--- src/rtl/spc_pkg.sv ---
package spc_pkg;

  localparam int unsigned NUM_STEPS = 6;
  localparam int unsigned STEP_W    = 3;

  typedef logic [STEP_W-1:0] step_t;

  typedef struct packed {
    logic [2:0] hi;
    logic [2:0] lo;
  } drive_t;

  // Six-step table, phase bits {W,V,U}
  function automatic drive_t step_drive(step_t s);
    drive_t d;
    case (s)
      3'd0:    begin d.hi = 3'b001; d.lo = 3'b010; end
      3'd1:    begin d.hi = 3'b001; d.lo = 3'b100; end
      3'd2:    begin d.hi = 3'b010; d.lo = 3'b100; end
      3'd3:    begin d.hi = 3'b010; d.lo = 3'b001; end
      3'd4:    begin d.hi = 3'b100; d.lo = 3'b001; end
      3'd5:    begin d.hi = 3'b100; d.lo = 3'b010; end
      default: begin d.hi = 3'b000; d.lo = 3'b000; end
    endcase
    return d;
  endfunction

  function automatic step_t step_inc(step_t s);
    return (s == step_t'(NUM_STEPS - 1)) ? step_t'(0) : s + step_t'(1);
  endfunction

endpackage

--- src/rtl/spc_zc_gate.sv ---
module spc_zc_gate #(
  parameter int unsigned BLANK = 6
) (
  input  logic clk,
  input  logic rst_n,
  input  logic run,
  input  logic sense_en,
  input  logic zc_in,
  input  logic step_adv,
  output logic accept,
  output logic blanking
);
  localparam int unsigned BW = $clog2(BLANK + 1) + 1;

  logic          zc_q, zc_d;
  logic [BW-1:0] blank_q, blank_d;

  always_comb begin
    zc_d = zc_in;
    if (!run)
      blank_d = '0;
    else if (step_adv)
      blank_d = BW'(BLANK);
    else if (blank_q != '0)
      blank_d = blank_q - BW'(1);
    else
      blank_d = blank_q;
  end

  always_ff @(posedge clk or negedge rst_n) begin
    if (!rst_n) begin
      zc_q    <= 1'b0;
      blank_q <= '0;
    end else begin
      zc_q    <= zc_d;
      blank_q <= blank_d;
    end
  end

  assign blanking = (blank_q != '0);
  assign accept   = run & sense_en & ~blanking & (zc_in ^ zc_q);


  blank_after_step_chk: assert property (@(posedge clk) disable iff (!rst_n)
    (run && step_adv) |=> !accept);

endmodule

--- src/rtl/spc_delay_timer.sv ---
module spc_delay_timer #(
  parameter int unsigned DLY_UNIT = 4
) (
  input  logic       clk,
  input  logic       rst_n,
  input  logic       run,
  input  logic       arm,
  input  logic [1:0] sel,
  output logic       expire
);
  localparam int unsigned MAXD = DLY_UNIT * 8;
  localparam int unsigned DW   = $clog2(MAXD + 1) + 1;

  logic [DW-1:0] cnt_q, cnt_d;

  always_comb begin
    if (!run)
      cnt_d = '0;
    else if (arm)
      cnt_d = DW'(DLY_UNIT) << sel;
    else if (cnt_q != '0)
      cnt_d = cnt_q - DW'(1);
    else
      cnt_d = cnt_q;
  end

  always_ff @(posedge clk or negedge rst_n) begin
    if (!rst_n) cnt_q <= '0;
    else        cnt_q <= cnt_d;
  end

  assign expire = run & (cnt_q == DW'(1));


  delay_bound_chk: assert property (@(posedge clk) disable iff (!rst_n)
    cnt_q <= DW'(MAXD));

endmodule

--- src/rtl/spc_chop_timer.sv ---
module spc_chop_timer #(
  parameter int unsigned OFF_UNIT = 8
) (
  input  logic       clk,
  input  logic       rst_n,
  input  logic       run,
  input  logic       trip,
  input  logic [1:0] sel,
  output logic       chop
);
  localparam int unsigned MAXO = OFF_UNIT * 8;
  localparam int unsigned OW   = $clog2(MAXO + 1) + 1;

  logic [OW-1:0] cnt_q, cnt_d;

  always_comb begin
    if (!run)
      cnt_d = '0;
    else if (trip && cnt_q == '0)
      cnt_d = OW'(OFF_UNIT) << sel;
    else if (cnt_q != '0)
      cnt_d = cnt_q - OW'(1);
    else
      cnt_d = cnt_q;
  end

  always_ff @(posedge clk or negedge rst_n) begin
    if (!rst_n) cnt_q <= '0;
    else        cnt_q <= cnt_d;
  end

  assign chop = (cnt_q != '0);


  chop_start_chk: assert property (@(posedge clk) disable iff (!rst_n)
    $rose(chop) |-> $past(trip));

endmodule

--- src/rtl/spindle_commutator.sv ---
module spindle_commutator #(
  parameter int unsigned BLANK    = 6,
  parameter int unsigned DLY_UNIT = 4,
  parameter int unsigned OFF_UNIT = 8
) (
  input  logic       clk,
  input  logic       rst_n,
  input  logic       spin_en,
  input  logic       brake,
  input  logic       ext_mode,
  input  logic       sense_en,
  input  logic       comm_strobe,
  input  logic       zc_in,
  input  logic       pwm_trip,
  input  logic [1:0] delay_sel,
  input  logic [1:0] offtime_sel,
  output logic [2:0] step_o,
  output logic [2:0] hi_on,
  output logic [2:0] lo_on,
  output logic       phase_o,
  output logic       sync_o,
  output logic       chop_off
);
  import spc_pkg::*;

  // reset: asynchronous assert, synchronous release
  logic [1:0] rst_sync_q;
  logic       rst_int_n;

  always_ff @(posedge clk or negedge rst_n) begin
    if (!rst_n) rst_sync_q <= 2'b00;
    else        rst_sync_q <= {rst_sync_q[0], 1'b1};
  end
  assign rst_int_n = rst_sync_q[1];

  logic       run, run_q;
  logic       strobe_q;
  logic       sync_q, sync_d;
  logic       phase_q, phase_d;
  logic [1:0] zcnt_q, zcnt_d;
  step_t      step_q, step_d;
  logic       accept, blanking, expire;
  logic       toggle, phase_rise, strobe_rise, adv, arm;
  drive_t     drv;

  assign run = spin_en & ~brake;

  spc_zc_gate #(.BLANK(BLANK)) u_zc (
    .clk      (clk),
    .rst_n    (rst_int_n),
    .run      (run),
    .sense_en (sense_en),
    .zc_in    (zc_in),
    .step_adv (adv),
    .accept   (accept),
    .blanking (blanking)
  );

  spc_delay_timer #(.DLY_UNIT(DLY_UNIT)) u_dly (
    .clk    (clk),
    .rst_n  (rst_int_n),
    .run    (run),
    .arm    (arm),
    .sel    (delay_sel),
    .expire (expire)
  );

  spc_chop_timer #(.OFF_UNIT(OFF_UNIT)) u_chop (
    .clk   (clk),
    .rst_n (rst_int_n),
    .run   (run),
    .trip  (pwm_trip),
    .sel   (offtime_sel),
    .chop  (chop_off)
  );

  // next-state logic
  always_comb begin
    toggle      = accept & (ext_mode | (zcnt_q == 2'd2));
    phase_rise  = toggle & ~phase_q;
    strobe_rise = comm_strobe & ~strobe_q;

    if (!run)                  sync_d = 1'b0;
    else if (!run_q)           sync_d = 1'b1;
    else if (phase_rise)       sync_d = 1'b0;
    else                       sync_d = sync_q;

    adv = run & ((sync_q & strobe_rise) | expire);
    arm = accept & ~sync_d;

    if (!run)      step_d = '0;
    else if (adv)  step_d = step_inc(step_q);
    else           step_d = step_q;

    if (!run)         phase_d = 1'b0;
    else if (toggle)  phase_d = ~phase_q;
    else              phase_d = phase_q;

    if (!run)         zcnt_d = 2'd0;
    else if (accept)  zcnt_d = (zcnt_q == 2'd2) ? 2'd0 : zcnt_q + 2'd1;
    else              zcnt_d = zcnt_q;
  end

  // state registers
  always_ff @(posedge clk or negedge rst_int_n) begin
    if (!rst_int_n) begin
      run_q    <= 1'b0;
      strobe_q <= 1'b0;
      sync_q   <= 1'b0;
      phase_q  <= 1'b0;
      zcnt_q   <= 2'd0;
      step_q   <= '0;
    end else begin
      run_q    <= run;
      strobe_q <= comm_strobe;
      sync_q   <= sync_d;
      phase_q  <= phase_d;
      zcnt_q   <= zcnt_d;
      step_q   <= step_d;
    end
  end

  // output decode
  always_comb begin
    drv = step_drive(step_q);
    if (brake) begin
      hi_on = 3'b000;
      lo_on = 3'b111;
    end else if (!spin_en) begin
      hi_on = 3'b000;
      lo_on = 3'b000;
    end else begin
      hi_on = drv.hi;
      lo_on = drv.lo;
    end
  end

  assign step_o  = step_q;
  assign phase_o = phase_q;
  assign sync_o  = sync_q;


  step_single_inc_chk: assert property (@(posedge clk) disable iff (!rst_int_n)
    (step_q != $past(step_q) && step_q != 3'd0) |-> step_q == $past(step_q) + 3'd1);


  sync_exit_chk: assert property (@(posedge clk) disable iff (!rst_int_n)
    $fell(sync_q) |-> ($rose(phase_q) || !$past(run)));


  no_delay_in_sync_chk: assert property (@(posedge clk) disable iff (!rst_int_n)
    sync_q |-> !expire);


  drive_exclusive_chk: assert property (@(posedge clk) disable iff (!rst_int_n)
    !brake |-> ($onehot0(hi_on) && $onehot0(lo_on) && (hi_on & lo_on) == 3'b000));

endmodule

--- config.mk ---
export PLATFORM = sky130hd
export DESIGN_NAME = spindle_commutator
export DESIGN_NICKNAME = d
export VERILOG_FILES = /design/src/rtl/spc_pkg.sv /design/src/rtl/spc_zc_gate.sv /design/src/rtl/spc_delay_timer.sv /design/src/rtl/spc_chop_timer.sv /design/src/rtl/spindle_commutator.sv
export SDC_FILE = /design/constraint.sdc
export NUM_CORES = 1
export LEC_CHECK = 0
export ABC_AREA = 1
export ABC_CLOCK_PERIOD_IN_PS = 1550
export BUFFER_PORTS_ARGS = -buffer_cell sky130_fd_sc_hd__buf_2
export CAP_MARGIN = 20
export CORE_MARGIN = 2
export CORE_UTILIZATION = 32
export CTS_BUF_LIST = sky130_fd_sc_hd__clkbuf_4 sky130_fd_sc_hd__clkbuf_8
export DETAILED_ROUTE_END_ITERATION = 10
export MAX_ROUTING_LAYER = met4
export SYNTH_ARGS = -nofsm -noshare
export SYNTH_HDL_FRONTEND = slang
export SYNTH_SLANG_ARGS = --single-unit
--- constraint.sdc ---
create_clock -name clk -period 1.55 [get_ports clk]
set_clock_uncertainty 0.2 [all_clocks]
set_input_delay 0.31 -clock clk [delete_from_list [all_inputs] [get_ports clk]]
set_output_delay 0.31 -clock clk [all_outputs]
set_load 0.005 [all_outputs]
==> out/results.txt <==
Ys Warns -> 0
CTS root buffer -> clkbuf_8
commonest non-fill, non-tap cell in the layout -> buf_4
row count -> 27
routability cong. -> 0.831
number of inserted diodes -> 0
Synth Area per Inst -> 8.14 sq um
area delta synth->final -> 61.6%
failing checks -> setup timing
Max stage delay on crit path -> 430 ps
FF-to-FF setup slack -> -190 ps
Final Max Slew Viols -> 0
nets@finish -> 331
worst path cell trace -> nand2_1 -> inv_1 -> ha_2 -> inv_2 -> nand3_2 -> a41o_2 -> buf_2
DRT iter0 DRCs -> 60
antenna violations before repair -> 0
leak pwr -> 1.41 nW
Post-DP HPWL -> 2980 um
Worst Path Arrival -> 1410 ps
largest net degree at the start of global routing -> 30
Die Wd -> 78.3 um
Post-Route Setup TNS -> -4220 ps
part of the cycle the worst path needs -> 124%
slowest stage cell, crit path -> dfrtp_2
worst skew pair latency -> 280 ps
final hold vios -> 0
Post-Synth XOR/XNOR Area -> 6.45%
H-tree Lvls -> 2
final wirelength -> 4460 um
drt wl/cell -> 11.6 um
Startpoint Class -> flip-flop
Setup crit end kind -> output pin
peak supply drop -> 0.952 mV
CORE AREA -> 5410 sq um
Fill cells -> 513
largest family of logic cells by synthesized area -> simple AND/OR/NAND/NOR gates
max cap viols -> 0
die area -> 6130 sq um
internal power -> 0.00324 W
Starting Density -> 32.7%
Final Util -> 52.8%
crit path to -> lo_on[0]
clock buffer depth -> 2
Hold WC Path Type -> reg -> async
Logic pwr share -> 66.9%
post-synthesis cell area -> 1770 sq um
NetSw -> 0.00228 W
worst r2r path cells -> 10
commonest non-fill, non-tap cells in the layout -> 55 x buf_4, 30 x dfrtp_1, 24 x nand2_1, 24 x buf_2, 21 x inv_1
Worst Path Buf+Inv -> 3
Detailed Routing Iterations Pass 1 -> 4
Synth cell types -> 31
layout cells sized above 1 -> 55.1%
min Tclk post-route -> 1920 ps
Via density -> 4.52
vias in the first global route -> 1720
synthesized flop and latch total -> 31
crit path kind -> reg -> out
Flop pwr share -> 21.3%
post-synthesis sequential area ratio -> 43.9%
cell taking the most area after synthesis -> dfrtp_1
Syn Inst Count -> 217
Compound-Gate Fraction of Synth Area -> 10.1%
crit-path leading delay family -> flip-flops
Area contributors post-synth -> dfrtp_1 44%, nand2_1 8.7%, inv_1 6.8%, ha_1 5.0%, nor2_1 4.9%
DRC violations left -> 0
number of CTS-inserted buffers -> 5
Tot GR Track Use -> 15.8%
Switching Share -> 41.3%
Synth Area in Simple Gates -> 26.4%
# IOs -> 25
Post-Syn Nets -> 237
post-synth top area share -> 43.9%
Die Y-Extent -> 78.3 um
status -> finished with violations
fin worst setup slack -> -367 ps
CTS sink cnt -> 31
RSZ-0062 raised after global routing -> yes
ANT nets after route -> 0
Critical Path Source -> step_o[1]
GRT overflow -> 0
fmax -> 522 MHz
# setup viols final -> 30
worst r2r src -> u_zc.blank_q[0]
Crit. path cell count -> 7
clock share of power -> 11.7%
first-pass GRT wire length -> 7490 um
CTS tree -> yes
# port buffers -> 24
adder-cell area share of the yosys netlist -> 4.96%
worst reg2reg path endpoint -> u_dly.cnt_q[2]
CP Data Required Time -> 1040 ps
via count -> 1736
pwr/cell area -> 1940 nW/um^2
CP max FO -> 5
post-synthesis mux area share -> 0%
Clock transition at path regs -> 70 ps
[Yosys cell counts]
master,count
o21ai_1,2
o21ai_2,1
inv_2,1
nor2_2,2
a21oi_2,2
conb_1,1
inv_4,1
buf_6,1
a211oi_1,1
or2_1,1
o22ai_1,2
nand4_1,4
nor4_1,1
o31ai_1,3
o21bai_1,1
a41o_2,1
a21oi_1,5
inv_1,32
nor2_4,2
nand3_2,2
xnor2_1,6
nand3_1,12
ha_1,7
nand3b_1,2
nand2_1,41
nor3_1,9
nand2_2,2
o21ai_0,11
xor2_1,7
nor2_1,23
dfrtp_1,31
[state kept, by name, summed over array words and instances, names as in the netlist]
register / count
u_chop.cnt_q: 8
u_dly.cnt_q: 7
u_zc.blank_q: 4
step_o: 3
rst_sync_q: 2
zcnt_q: 2
phase_o: 1
run_q: 1
strobe_q: 1
sync_o: 1
u_zc.zc_q: 1
[worst min-delay path by stage]
stage	to	depth (start not counted)
floorplan	rst_sync_q[0]	0
global placement	rst_sync_q[0]	1
detailed placement	rst_sync_q[0]	1
CTS	u_dly.cnt_q[5]	1
global route	u_chop.cnt_q[7]	1
finish	u_chop.cnt_q[7]	1
[power by group through the flow]
stage / sequential [W] / combinational (W) / clock (W)
2_1_floorplan: 0.00117 / 0.00170 / 0
3_3_place_gp: 0.00115 / 0.00269 / 0
3_5_place_dp: 0.00116 / 0.00270 / 0
4_1_cts: 0.00117 / 0.00331 / 0.000669
5_1_grt: 0.00121 / 0.00406 / 0.000703
6_report: 0.00118 / 0.00370 / 0.000648
[final cells by class]
type                       count  area (sq um)  area share, %
multi-input combinational    151          1130           39.6
clock inverter                 1          5.00          0.175
timing repair buffer          88           631           22.1
sequential                    31           777           27.2
clock buffer                   7          83.8           2.94
inverter                      34           135           4.74
tap                           72          90.1           3.16
[stage by stage]
stage	total power, W	instances	hold WS [ps]	setup WS (ps)	cell area [sq um]
after floorplan	0.00287	217	-186	-46.6	1800
after global placement	0.00385	355	-103	-163	2330
after detailed placement	0.00386	355	-102	-165	2330
after CTS	0.00514	379	59.7	-390	2660
after global routing	0.00597	384	90.9	-429	2850
final	0.00553	384	50.6	-367	2850
[logic make-up (layout without fill, tap and decap cells)]
family,Yosys count,count (layout)
AOI/OAI and AO/OA,29,29
xor gates and xnor gates,13,13
adders and majority gates,7,7
buffers and inverters,35,130
DFF,31,31
other,1,1
and+or+nand+nor,101,101
[per-layer routing]
metal	vias to the layer above	global-route usage, %	share of wire [%]
met5	-	-	0
met3	9	3.45	1.6
met1	825	19.2	46
met2	12	26.4	50
li1	890	-	-
met4	0	4.74	2.0
[timing repair]
action,4_1_cts,5_1_grt
hold buffers,3,0
gates cloned,0,0
endpoints found under the hold margin,4,0
endpoints found under the setup margin,28,33
pin swaps,18,16
setup buffers,13,8
resized for setup,40,47
(Power assumes the default switching activity.)
